--- src/rtl/bios_cs_pkg.sv ---
package bios_cs_pkg;
    localparam int CFG_W = 8;

    typedef struct packed {
        logic [CFG_W-1:0] ena;
        logic [CFG_W-1:0] enb;
        logic [CFG_W-1:0] enc;
    } bios_cfg_t;

    // register A bit positions
    localparam int A_LOW0 = 0;
    localparam int A_HIGH = 4;
    // register B bit positions
    localparam int B_VLO   = 0;
    localparam int B_VHI   = 1;
    localparam int B_A16M  = 2;
    localparam int B_A4GM1 = 3;
    localparam int B_A4G   = 4;
    // register C bit position
    localparam int C_ENL = 5;

    // window indices in the hit vector
    localparam int W_CONV  = 0;
    localparam int W_A4GM1 = 1;
    localparam int W_A4G   = 2;
    localparam int W_A16M  = 3;
    localparam int W_VID   = 4;
    localparam int W_ENL   = 5;
    localparam int NWIN    = 6;
endpackage

--- src/rtl/bios_cfg_regs.sv ---
module bios_cfg_regs
    import bios_cs_pkg::*;
#(
    parameter int SEL_W = 2,
    parameter logic [CFG_W-1:0] RST_A  = 8'h10,
    parameter logic [CFG_W-1:0] RST_B  = 8'h10,
    parameter logic [CFG_W-1:0] RST_C  = 8'h00,
    parameter logic [CFG_W-1:0] MASK_A = 8'h1F,
    parameter logic [CFG_W-1:0] MASK_B = 8'h1F,
    parameter logic [CFG_W-1:0] MASK_C = 8'h20
) (
    input  logic             clk,
    input  logic             rst_n,
    input  logic             we,
    input  logic [SEL_W-1:0] sel,
    input  logic [CFG_W-1:0] wdata,
    output logic [CFG_W-1:0] rdata,
    input  logic             strap_in,
    output bios_cfg_t        cfg,
    output logic             strap
);
    typedef struct packed {
        bios_cfg_t cfg;
        logic      strap;
    } st_t;

    st_t st_d, st_q;

    always_comb begin
        st_d = st_q;
        if (we) begin
            case (sel)
                SEL_W'(0): st_d.cfg.ena = wdata & MASK_A;
                SEL_W'(1): st_d.cfg.enb = wdata & MASK_B;
                SEL_W'(2): st_d.cfg.enc = wdata & MASK_C;
                default:   st_d = st_q;
            endcase
        end
        if (!rst_n) begin
            st_d.cfg.ena = RST_A;
            st_d.cfg.enb = RST_B;
            st_d.cfg.enc = RST_C;
            st_d.strap   = strap_in;
        end
    end

    always_ff @(posedge clk) begin
        st_q <= st_d;
    end

    always_comb begin
        case (sel)
            SEL_W'(0): rdata = st_q.cfg.ena;
            SEL_W'(1): rdata = st_q.cfg.enb;
            SEL_W'(2): rdata = st_q.cfg.enc;
            default:   rdata = '0;
        endcase
    end

    assign cfg   = st_q.cfg;
    assign strap = st_q.strap;


    reserved_zero_chk: assert property (@(posedge clk) disable iff (!rst_n)
        ((st_q.cfg.ena & ~MASK_A) == '0) && ((st_q.cfg.enb & ~MASK_B) == '0)
        && ((st_q.cfg.enc & ~MASK_C) == '0));


    cfg_hold_chk: assert property (@(posedge clk) disable iff (!rst_n)
        !we |=> $stable(st_q.cfg));


    strap_hold_chk: assert property (@(posedge clk) disable iff (!rst_n)
        $past(rst_n) |-> $stable(st_q.strap));
endmodule

--- src/rtl/bios_lane_check.sv ---
module bios_lane_check #(
    parameter int BE_W = 4
) (
    input  logic            wide,
    input  logic [BE_W-1:0] be,
    input  logic [1:0]      a10,
    input  logic            hbe,
    output logic            any_lane
);
    logic narrow_lo, narrow_hi;

    always_comb begin
        narrow_lo = ~a10[0];
        narrow_hi = hbe;
        any_lane  = wide ? (|be) : (narrow_lo | narrow_hi);
    end
endmodule

--- src/rtl/bios_window_match.sv ---
module bios_window_match
    import bios_cs_pkg::*;
#(
    parameter int N_IMG = 3
) (
    input  logic [31:14]    addr,
    input  bios_cfg_t       cfg,
    output logic [NWIN-1:0] win_hit
);
    // 128 KB image tags (address bits 31:17): home, 4G-1M copy, 4G copy
    localparam logic [14:0] IMG_TAG [N_IMG] = '{15'h0007, 15'h7FF7, 15'h7FFF};
    localparam logic [15:0] TAG_16M = 16'h00FF;
    localparam logic [16:0] TAG_VID = 17'h00018;
    localparam logic [12:0] TAG_ENL = 13'h1FFF;

    logic             region_en;
    logic [N_IMG-1:0] img_en;
    logic [N_IMG-1:0] img_hit;

    always_comb begin
        if (addr[16]) region_en = cfg.ena[A_HIGH];
        else          region_en = cfg.ena[A_LOW0 + int'(addr[15:14])];
    end

    for (genvar g = 0; g < N_IMG; g++) begin : g_img
        if (g == 0) begin : g_home
            assign img_en[g] = 1'b1;
        end else if (g == 1) begin : g_m1
            assign img_en[g] = cfg.enb[B_A4GM1];
        end else begin : g_top
            assign img_en[g] = cfg.enb[B_A4G];
        end
        assign img_hit[g] = (addr[31:17] == IMG_TAG[g]) & img_en[g] & region_en;
    end

    always_comb begin
        win_hit          = '0;
        win_hit[W_CONV]  = img_hit[0];
        win_hit[W_A4GM1] = img_hit[1];
        win_hit[W_A4G]   = img_hit[2];
        win_hit[W_A16M]  = (addr[31:16] == TAG_16M) & cfg.enb[B_A16M] & cfg.ena[A_HIGH];
        win_hit[W_VID]   = (addr[31:15] == TAG_VID)
                         & (addr[14] ? cfg.enb[B_VHI] : cfg.enb[B_VLO]);
        win_hit[W_ENL]   = (addr[31:19] == TAG_ENL) & (addr[18:17] != 2'b11)
                         & cfg.enc[C_ENL];
    end
endmodule

--- src/rtl/bios_cs_decoder.sv ---
module bios_cs_decoder
    import bios_cs_pkg::*;
#(
    parameter int BE_W  = 4,
    parameter int SEL_W = 2
) (
    input  logic             clk,
    input  logic             rst_n,
    input  logic             strap_in,
    input  logic             cyc_valid,
    input  logic             cyc_is_mem,
    input  logic             cyc_wide,
    input  logic [31:2]      cyc_addr,
    input  logic [BE_W-1:0]  cyc_be,
    input  logic [1:0]       cyc_a10,
    input  logic             cyc_hbe,
    input  logic             cfg_we,
    input  logic [SEL_W-1:0] cfg_sel,
    input  logic [CFG_W-1:0] cfg_wdata,
    output logic [CFG_W-1:0] cfg_rdata,
    output logic             cs_n,
    output logic             fw_on_local
);
    typedef struct packed {
        logic hit;
    } st_t;

    st_t              st_d, st_q;
    bios_cfg_t        cfg;
    logic             lane_any;
    logic [NWIN-1:0]  win_hit;

    bios_cfg_regs #(.SEL_W(SEL_W)) u_regs (
        .clk      (clk),
        .rst_n    (rst_n),
        .we       (cfg_we),
        .sel      (cfg_sel),
        .wdata    (cfg_wdata),
        .rdata    (cfg_rdata),
        .strap_in (strap_in),
        .cfg      (cfg),
        .strap    (fw_on_local)
    );

    bios_lane_check #(.BE_W(BE_W)) u_lane (
        .wide     (cyc_wide),
        .be       (cyc_be),
        .a10      (cyc_a10),
        .hbe      (cyc_hbe),
        .any_lane (lane_any)
    );

    bios_window_match u_match (
        .addr    (cyc_addr[31:14]),
        .cfg     (cfg),
        .win_hit (win_hit)
    );

    always_comb begin
        st_d.hit = cyc_valid & cyc_is_mem & lane_any & (|win_hit);
        if (!rst_n) st_d.hit = 1'b0;
    end

    always_ff @(posedge clk) begin
        st_q <= st_d;
    end

    assign cs_n = ~(st_q.hit & cyc_valid);


    cs_needs_mem_lane_chk: assert property (@(posedge clk) disable iff (!rst_n)
        !cs_n |-> $past(cyc_valid && cyc_is_mem && lane_any));


    cs_first_cycle_chk: assert property (@(posedge clk) disable iff (!rst_n)
        $rose(cyc_valid) |-> cs_n);


    win_onehot_chk: assert property (@(posedge clk) disable iff (!rst_n)
        $onehot0(win_hit));


    cs_reset_chk: assert property (@(posedge clk) disable iff (!rst_n)
        $past(!rst_n) |-> cs_n);
endmodule

--- config.mk ---
export PLATFORM = sky130hd
export DESIGN_NAME = bios_cs_decoder
export DESIGN_NICKNAME = d
export VERILOG_FILES = /design/src/rtl/bios_cs_pkg.sv /design/src/rtl/bios_cfg_regs.sv /design/src/rtl/bios_lane_check.sv /design/src/rtl/bios_window_match.sv /design/src/rtl/bios_cs_decoder.sv
export SDC_FILE = /design/constraint.sdc
export NUM_CORES = 1
export LEC_CHECK = 0
export ABC_AREA = 1
export BUFFER_PORTS_ARGS = -buffer_cell sky130_fd_sc_hd__buf_2
export CAP_MARGIN = 20
export CELL_PAD_IN_SITES_DETAIL_PLACEMENT = 0
export CELL_PAD_IN_SITES_GLOBAL_PLACEMENT = 1
export CORE_MARGIN = 2
export CORE_UTILIZATION = 24
export CTS_CLUSTER_SIZE = 40
export DETAILED_ROUTE_END_ITERATION = 8
export PLACE_DENSITY = 0.87
export SLEW_MARGIN = 10
export SYNTH_ARGS = -nofsm -noshare
export SYNTH_HDL_FRONTEND = slang
export SYNTH_SLANG_ARGS = --single-unit
--- constraint.sdc ---
create_clock -name clk -period 1.35 [get_ports clk]
set_input_delay 0.3375 -clock clk [delete_from_list [all_inputs] [get_ports clk]]
set_output_delay 0.3375 -clock clk [all_outputs]
set_load 0.005 [all_outputs]
# Word level (Yosys, flattened, before mapping)
# Cells that the tools add are included.
[word_totals] regBits=13 input_bits=54 out_inout_bits=10
[op_classes] magnitude_cmp=1 n_eq_ne=9 muxes=7 bitwise=17 reduce_logical=6
[op_table] cell="equality test 15 bit (second input constant)" n=2
[op_table] cell="one-hot mux 6 bit (3 select lines)" n=1
[op_table] cell="equality test 17 x 5 -> 1 bit (second input constant)" n=1
[op_table] cell="equality test 16 x 8 -> 1 bit (second input constant)" n=1
[op_table] cell="equality test 15 x 3 -> 1 bit (second input constant)" n=1
[op_table] cell="bitwise AND 1 bit" n=14
[op_table] cell="equality test 13 bit (second input constant)" n=1
[op_table] cell="AND reduction 2 bit" n=3
[op_table] cell="OR reduction 6 bit" n=1
[op_table] cell="2-to-1 mux 1 bit" n=5
[op_table] cell="less-than comparator 2 x 4 -> 1 bit (second input constant)" n=1
[op_table] cell="OR reduction 4 bit" n=1
[op_table] cell="binary-select mux 1 bit (select 2 bit)" n=1
[op_table] cell="equality test 2 x 1 -> 1 bit (second input constant)" n=1
[op_table] cell="equality test 2 bit (second input constant)" n=1
[op_table] cell="logical NOT 2 bit" n=1
[op_table] cell="!= test 2 bit (second input constant)" n=1
[op_table] cell="NOT 1 bit" n=2
[op_table] cell="bitwise OR 1 bit" n=1

# Depth between registers and ports, before layout
# Gate-level depths: netlist of run 1.
[logic_depth] ltp_word=6 ltp_mapped=10 ltp_nobuf=10

# By module
# From an unflattened synthesis of run 1, not the netlist that was laid out.
[unflattened] cells_unflattened=184 hier_area_um2=1083.5
[modules_own_cells] mod="bios_cfg_regs" n_inst=1 cells_each=103 area_each_um2=719.4 seq_area_each_um2=250.2
[modules_own_cells] mod="bios_window_match" n_inst=1 cells_each=63 area_each_um2=275.3 seq_area_each_um2=0.0
[modules_own_cells] mod="bios_cs_decoder" n_inst=1 cells_each=11 area_each_um2=58.8 seq_area_each_um2=20.0
[modules_own_cells] mod="bios_lane_check" n_inst=1 cells_each=7 area_each_um2=30.0 seq_area_each_um2=0.0

# Worst setup path after synthesis of run 1
# Ideal clock, no wire load.
[synth_path] path_kind="input -> output" from="input cfg_sel[0]" to="output cfg_rdata[0]" t_arrival_ns=0.753 t_required_ns=1.013 setup_slack_ns=0.260 path_stages=4 path_buffers=0 cell_sequence="inv_1 -> nor2_1 -> inv_2 -> o21ai_0"
[synth_between] elab_chain_len=2 elab_cells_between_ends=4 cone_classes="eq/ne (2); mux (1); reduce/logical (1)"
[synth_lines] item="start: declaration" line_no="bios_cs_decoder.sv:18" rtl="input logic [SEL_W-1:0] cfg_sel,"
[synth_lines] item="equality test 2 bit (tied with other cells)" line_no="bios_cfg_regs.sv:52" rtl="case (sel)"
[synth_lines] item="one-hot mux 6 bit (3 select lines) (*)" line_no="bios_cfg_regs.sv:52"
[synth_lines] item="end: declaration" line_no="bios_cs_decoder.sv:20" rtl="output logic [CFG_W-1:0] cfg_rdata,"
# Mark *: on every way between the ends. The rest lies on a longest branch, timed or not.

# Worst setup path after layout of run 1
[layout_path] from="input cfg_sel[0]" to="output cfg_rdata[3]"
# The elaborated chain is that of the path after synthesis.

==> impl_metrics.yaml, run 1 <==
status:
  status: "complete, no violations"
synth:
  synth_top_area_share_pct: 27.5
  async_flop_share_pct: 0
  avgSynthCellArea_sq_um: 5.71
  synth_edf_count: 1
  ys_ff_latch: 13
  ys_warn_count: 0
  synth_area_leaders: "dfxtp_1 (28%), nand2_1 (18%), nor2_1 (13%), inv_1 (8.2%), nand3_1 (5.7%)"
  synthCells: 153
  synthTopCellsByCount: "nand2_1 (42), nor2_1 (30), inv_1 (19), dfxtp_1 (12)"
  ys_seq_area_share_pct: 30.9
  syn_area_sq_um: 873
  synthFlopType: "dfxtp_1"
  synth.most_common_cell: "nand2_1"
  synth_largest_area_cell: "dfxtp_1"
  synth.distinct_cells: 19
layout:
  syn2layout_area_growth_pct: 38.5
  register_area_sq_um: 270
  drive_gt1_share_pct: 31.7
  antenna_cells: 0
  fillers: 390
  multi_input_area_sq_um: 505
  postLayoutCellArea_sq_mm: 0.00121
  final_net_count: 260
grt:
  grt_pass1_vias: 934
  grt_max_degree: 13
  antenna_found_initial: 0
  track_usage_pct: 11.0
  grt_pass1_wl_microns: 3650
  gr-total-overflow: 0
floorplanning:
  die_area_sq_mm: 0.00414
  pin_count: 64
  start_util_pct: 25.6
  die_x_microns: 64.3
  coreArea_sq_mm: 0.00342
  row_count: 21
  die_h_microns: 64.3
critical_path:
  crit_path_max_fanout: 5
  arrival_ps: 970
  crit_chain: "buf_2 -> inv_1 -> nor2_2 -> inv_2 -> o21ai_1 -> buf_2"
  critPathMostFrequentCell: "buf_2"
  required_ps: 1010
  cp-end-kind: "primary output"
  slowest_stage: "o21ai_1"
  crit_family: "buffers and inverters"
  crit_path_max_incr_delay_ps: 150
  critical_path_class: "in2out"
  critPathLaunchType: "input port"
  critPathBufInv: 4
power_and_ir_drop:
  totalPowerFinal_mw: 0.843
  p_int_mw: 0.611
  power_frac_seq_pct: 49.5
  power_switching_mw: 0.232
  swShare_pct: 27.5
  power_leakage_nw: 0.625
  power_frac_clock_pct: 27.7
  pwr_density_cell_mw_per_mm2: 697
  ir_drop_v: 0.000278
  combPwrFrac_pct: 22.8
clock_tree:
  h-tree-depth: 1
  cts_setup_buffers: 0
  cts_num_sinks: 13
  cts_root_buf: "clkbuf_4"
  clkTransAtPathRegs_ps: 80
  cts_max_path_buffers: 2
  insertion_delay_ps: 270
  numCtsBuffers: 3
  tritoncts: "built"
place:
  post-place-ws_ps: -51.1
  hpwl_microns: 1900
  placed_area_sq_mm: 0.00118
  place_congestion: 0.710
  numPortBuffers: 46
timing:
  rsz0062_at_grt: "true"
  drv_slew: 0
  period_minus_slack_ps: 1310
  final-setup-viol-count: 0
  min_period_over_period_pct: 97.0
  finalClockSkew_ps: 3.03
  fin_ws_ps: 40.5
  holdWs_ps: 237
  finalHoldViolCount: 0
  fmax_mhz: 764
route:
  wl_per_cell_microns: 8.70
  vias: 1031
  via_per_inst: 4.11
  topRoutingLayerUsed: "met4"
  met2_length_microns: 985
  met1_length_microns: 1030
  met3_length_microns: 146
  dr.pass1.iters: 4
  drc: 0
  drt_iter0_drc: 19
  wl_microns: 2180
  antenna_left: 0
worst_hold_path:
  hold_path.class: "in2reg"
run:
  drv_cap: 0
[power groups by stage]
stage | logic [mW] | clock network, mW | registers, mW
after floorplan | 0.0926 | 0 | 0.424
after global placement | 0.188 | 0 | 0.426
after detailed placement | 0.190 | 0 | 0.427
after CTS | 0.193 | 0.238 | 0.418
after global routing | 0.223 | 0.251 | 0.420
final | 0.192 | 0.233 | 0.418
[registers in the layout, indices dropped and copies added (netlist names)]
name,count
st_q,1
u_regs.cfg,11
u_regs.strap,1
[through the flow]
stage / utilization (%) / setup TNS (ps) / cells
finish: 35.4 / 0 / 251
global route: 35.4 / -6.93 / 251
floorplan: - / 0 / 154
CTS: 35.4 / 0 / 251
global placement: 34.4 / -104 / 247
detailed placement: 34.4 / -73.9 / 247
[final timing paths]
kind,cells after the start,slack (ps),start,end
worst max-delay path,6,40,cfg_sel[0],cfg_rdata[3]
worst min-delay path,1,240,strap_in,u_regs.strap
worst max register to register,10,310,u_regs.cfg[8],st_q
worst min register to register,2,480,u_regs.cfg[10],u_regs.cfg[10]
[metal layers]
metal / up-vias / track usage [%]
met5: - / 0
met4: 0 / 3.99
met3: 4 / 2.64
met2: 26 / 18.8
met1: 427 / 13.3
li1: 574 / -
[cell type report]
| class | count | share of cell area [%] |
|---|---|---|
| sequential | 13 | 22.3 |
| clock buffer | 4 | 2.17 |
| multi-input combinational | 114 | 41.8 |
| tap | 46 | 4.76 |
| inverter | 24 | 7.45 |
| timing repair buffer | 50 | 21.5 |
[cell families (layout without fill, tap and decap cells)]
kind of cell    count (synthesis)  count (layout)  share of synthesized area, %
compound gates                 22              22                          13.3
buf+inv                        27              78                          12.5
flops                          13              13                          30.9
other cells                     1               2                         0.429
simple gates                   90              90                          42.8
[placed cells by master (no fill, tap or decap), types with 2 or more instances in the layout]
master / netlist / final
inv_2: 5 / 5
a21oi_1: 6 / 6
nand3_1: 10 / 10
nor2_4: 1 / 2
buf_4: 2 / 4
dfxtp_1: 12 / 12
nor2_1: 30 / 29
nor2_2: 5 / 5
nand2_1: 42 / 42
clkbuf_4: 0 / 3
conb_1: 1 / 2
buf_2: 0 / 46
o21ai_0: 10 / 5
inv_1: 19 / 19
o21ai_1: 4 / 9
[repair_timing]
item / CTS / global route
endpoints found under the setup margin: 4 / 4
hold buffers: 0 / 0
resized for setup: 3 / 4
No activity file was read; power rests on OpenSTA's default activity.
==> run 2: changes to the inputs <==
--- a/config.mk
+++ b/config.mk
@@ -11,10 +11,11 @@
 export CELL_PAD_IN_SITES_DETAIL_PLACEMENT = 0
 export CELL_PAD_IN_SITES_GLOBAL_PLACEMENT = 1
 export CORE_MARGIN = 2
-export CORE_UTILIZATION = 24
+export CORE_UTILIZATION = 22
+export CTS_CLUSTER_DIAMETER = 50
 export CTS_CLUSTER_SIZE = 40
 export DETAILED_ROUTE_END_ITERATION = 8
-export PLACE_DENSITY = 0.87
+export PLACE_DENSITY = 0.84
 export SLEW_MARGIN = 10
 export SYNTH_ARGS = -nofsm -noshare
 export SYNTH_HDL_FRONTEND = slang
==> constraint.sdc (replaced) <==
create_clock -name clk -period 1.2 [get_ports clk]
set_input_delay 0.3 -clock clk [delete_from_list [all_inputs] [get_ports clk]]
set_output_delay 0.3 -clock clk [all_outputs]
set_load 0.005 [all_outputs]
==> impl_metrics.yaml, run 2 (synthesis gave the netlist of run 1 again) <==
route:
  drt_iter0_drc: 32
  via_per_inst: 4.20
  vias: 1059
  wl_microns: 2320
  drc: 0
  dr.pass1.iters: 4
  wl_per_cell_microns: 9.20
  antenna_left: 0
clock_tree:
  cts_root_buf: "clkbuf_8"
  numCtsBuffers: 3
  tritoncts: "built"
  insertion_delay_ps: 240
  h-tree-depth: 1
  ctsHoldBuffers: 0
  clkTransAtPathRegs_ps: 60
  cts_max_path_buffers: 2
  cts_num_sinks: 13
grt:
  grt_pass1_vias: 964
  grt_max_degree: 12
  grt_pass1_wl_microns: 3740
  gr-total-overflow: 0
  antenna_found_initial: 0
  track_usage_pct: 10.9
critical_path:
  cp-startpoint: "cfg_sel[0]"
  crit_chain: "buf_8 -> nor2_4 -> buf_6 -> nand2_2 -> o21ai_2 -> buf_2"
  required_ps: 900
  crit_path_max_incr_delay_ps: 140
  timing.rr.end: "st_q"
  arrival_ps: 890
  cp-end-kind: "primary output"
  critical_path_class: "in2out"
  worst_r2r_path_depth: 10
  critPathLaunchType: "input port"
  rrSetupSlack_ps: 160
  crit_path_max_fanout: 4
  slowest_stage: "buf_6"
  timing.rr.start: "u_regs.cfg[8]"
layout:
  final_net_count: 259
  antenna_cells: 0
  largest_reg_flops: 11
  layout_commonest_cell: "buf_2"
  drive_gt1_share_pct: 39.7
  syn2layout_area_growth_pct: 48.6
  layout_common_cells: "buf_2 (44), nand2_1 (38), nor2_1 (28), inv_1 (16), nand3_1 (10)"
power_and_ir_drop:
  pwr_density_cell_mw_per_mm2: 855
  totalPowerFinal_mw: 1.11
  ir_drop_v: 0.000341
  power_leakage_nw: 0.668
  swShare_pct: 27.4
  power_frac_clock_pct: 35.9
  power_frac_seq_pct: 42.9
  combPwrFrac_pct: 21.2
  p_int_mw: 0.805
  power_switching_mw: 0.304
timing:
  fin_ws_ps: 5.97
  finalHoldViolCount: 0
  min_period_over_period_pct: 99.5
  final-setup-viol-count: 0
  rsz0062_at_grt: "true"
  period_minus_slack_ps: 1190
  drv_slew: 0
  holdWs_ps: 230
  setup_tns_ps: 0
  finalClockSkew_ps: 1.68
  fmax_mhz: 838
worst_hold_path:
  min_from: "strap_in"
  hold_path.class: "in2reg"
  hold_path_end: "u_regs.strap"
  worstHoldPathCells: 1
place:
  post-place-ws_ps: -85.4
  place_congestion: 0.801
  numPortBuffers: 46
  hpwl_microns: 1930
status:
  status: "complete, no violations"
floorplanning:
  die_h_microns: 67.0
  pin_count: 64
  start_util_pct: 23.3
  coreArea_sq_mm: 0.00374
  die_x_microns: 67.0
  die_area_sq_mm: 0.00449
  row_count: 22
run:
  drv_cap: 0
run 2: changes by cell type in the layout (fill, tap and decap cells not counted), sizes merged:
cell	delta
buf	-1
run 2: metal layers:
metal  GRT usage, %  share of wire [%]  up-vias
met4           3.83               0.91        0
li1               -                  -      572
met5              0                  0        -
met2           18.9                 46       28
met1           13.1                 46      456
met3           2.20                6.9        3
run 2: worst max path at each step:
| stage | end | slack [ps] | depth (start not counted) |
|---|---|---|---|
| finish | cfg_rdata[3] | 6 | 6 |
| global route | cfg_rdata[1] | -40 | 3 |
| CTS | cfg_rdata[2] | 0.3 | 6 |
| detailed placement | cfg_rdata[3] | -90 | 5 |
| floorplan | cfg_rdata[0] | 180 | 4 |
| global placement | cfg_rdata[2] | -120 | 5 |
run 2: worst max-delay path, delay by kind of cell:
| kind | cells | cell delay (ps) |
|---|---|---|
| AOI/OAI and AO/OA | 1 | 50 |
| buffers and inverters | 3 | 370 |
| and+or+nand+nor | 2 | 170 |
run 2: what timing repair did:
action | in CTS | in global routing
pin swaps | 4 | 4
setup endpoints to repair | 5 | 6
cloned | 0 | 0
setup buffers | 0 | 0
resized for setup | 25 | 10
run 2: through the flow:
stage / util (%) / cell area, sq um / instances
final: 34.7 / 1300 / 252
after global routing: 34.7 / 1300 / 252
after CTS: 34.0 / 1270 / 252
after detailed placement: 31.3 / 1170 / 248
after global placement: 31.3 / 1170 / 248
after floorplan: - / 877 / 154
run 2: final cells by class:
type | count | area, sq um
flip-flops and latches | 13 | 277
repair buffers | 49 | 273
fillers | 428 | 2450
multi-input cells | 114 | 548
inverters | 24 | 95.1
clock buffers | 4 | 45.0
well taps | 48 | 60.1
run 2: power groups by stage:
stage          registers [mW]  logic (mW)  clock network (mW)
2_1_floorplan           0.477       0.104                   0
6_report                0.475       0.235               0.399
3_3_place_gp            0.480       0.212                   0
5_1_grt                 0.478       0.267               0.424
4_1_cts                 0.472       0.234               0.413
3_5_place_dp            0.480       0.213                   0
==> run 3: changes to the inputs <==
--- a/config.mk
+++ b/config.mk
@@ -15,7 +15,7 @@
 export CTS_CLUSTER_DIAMETER = 50
 export CTS_CLUSTER_SIZE = 40
 export DETAILED_ROUTE_END_ITERATION = 8
-export PLACE_DENSITY = 0.84
+export PLACE_DENSITY_LB_ADDON = 0.1
 export SLEW_MARGIN = 10
 export SYNTH_ARGS = -nofsm -noshare
 export SYNTH_HDL_FRONTEND = slang
==> impl_metrics.yaml, run 3 (synthesis gave the netlist of run 1 again) <==
timing:
  drv_slew: 0
  fmax_mhz: 853
  holdWs_ps: 227
  fin_ws_ps: 27.9
  finalClockSkew_ps: 2.00
  setup_tns_ps: 0
  rsz0062_at_grt: "true"
  final-setup-viol-count: 0
  finalHoldViolCount: 0
  min_period_over_period_pct: 97.7
  period_minus_slack_ps: 1170
critical_path:
  critical_path_class: "in2out"
  cp-end-kind: "primary output"
  arrival_ps: 870
  crit_path_max_fanout: 5
  critPathLaunchType: "input port"
  required_ps: 900
worst_hold_path:
  hold_path.class: "in2reg"
floorplanning:
  die_h_microns: 67.0
  start_util_pct: 23.3
  row_count: 22
  die_area_sq_mm: 0.00449
  die_x_microns: 67.0
  pin_count: 64
  coreArea_sq_mm: 0.00374
clock_tree:
  h-tree-depth: 1
  cts_root_buf: "clkbuf_8"
  tritoncts: "built"
  clkTransAtPathRegs_ps: 50
  cts_num_sinks: 13
  ctsHoldBuffers: 0
  insertion_delay_ps: 250
  numCtsBuffers: 3
  cts_max_path_buffers: 2
place:
  numPortBuffers: 46
  hpwl_microns: 2000
  placed_area_sq_mm: 0.00118
  post-place-ws_ps: -112
  dp.cells: 249
  place_congestion: 0.804
grt:
  antenna_found_initial: 0
  grt_pass1_vias: 979
  track_usage_pct: 11.9
  grt_max_degree: 12
  grt_pass1_wl_microns: 4020
  gr-total-overflow: 0
run:
  drv_cap: 0
layout:
  drive_gt1_share_pct: 40.7
  final_net_count: 264
  postLayoutCellArea_sq_mm: 0.00132
  largest_reg_flops: 11
  fillers: 450
  layout_commonest_cell: "buf_2"
  syn2layout_area_growth_pct: 51.3
  fin_cells: 257
  antenna_cells: 0
  layout_common_cells: "buf_2 (44), nand2_1 (42), nor2_1 (29), inv_1 (17), nand3_1 (10)"
power_and_ir_drop:
  power_leakage_nw: 0.670
  ir_drop_v: 0.000408
  pwr_density_cell_mw_per_mm2: 849
route:
  vias: 1066
  via_per_inst: 4.15
  drt_iter0_drc: 11
  drc: 0
  wl_per_cell_microns: 9.66
  antenna_left: 0
  wl_microns: 2480
  dr.pass1.iters: 4
status:
  status: "complete, no violations"
run 3: changes by cell type in the layout (fill, tap and decap cells not counted), moves of 4 or more:
cell	previous run	this run
buf_4	2	8
dfxtp_1	7	3
nand2_1	38	42
dfxtp_2	5	9
run 3: per-layer routing:
layer / wire length [microns] / vias up / track usage, % / share of wire (%)
li1: - / 582 / - / -
met1: 1090 / 452 / 13.7 / 44
met2: 1210 / 25 / 20.7 / 49
met3: 125 / 7 / 1.69 / 5.0
met4: 58 / 0 / 6.89 / 2.3
met5: 0 / - / 0 / 0
run 3: where the power goes:
group | switching, mW | internal, mW | total (mW)
clock | 0.167 | 0.235 | 0.402
combinational | 0.127 | 0.118 | 0.246
sequential | 0.0120 | 0.463 | 0.475
total | 0.306 | 0.816 | 1.12
run 3: through the flow:
step	util [%]	power (mW)
floorplan	-	0.582
global placement	31.5	0.694
detailed placement	31.5	0.697
CTS	34.1	1.12
global route	35.3	1.20
finish	35.3	1.12
run 3: final cells by class:
class	count	area (sq um)	share of cell area (%)
clock buffers	4	45.0	3.41
flip-flops and latches	13	282	21.3
multi-input cells	114	529	40.1
inverters	24	95.1	7.20
well taps	48	60.1	4.55
repair buffers	54	310	23.5
run 3: final timing paths:
path                  startpoint        endpoint  slack (ps)  cells after the start
setup / recovery      cfg_sel[1]    cfg_rdata[2]          30                      5
hold / removal          strap_in    u_regs.strap         230                      1
setup reg to reg   u_regs.cfg[8]            st_q         110                     10
hold reg to reg   u_regs.cfg[10]  u_regs.cfg[10]         480                      2
run 3: worst max-delay path, stage by stage:
cell     delay [ps]
buf_8           110
nor2_4          130
inv_4            70
o21ai_2         140
buf_2           120
run 3: what timing repair did:
action | CTS | global route
setup endpoints to repair | 5 | 5
pin swaps | 4 | 4
gates cloned | 0 | 0
resized for setup | 18 | 14
buffers inserted | 2 | 2
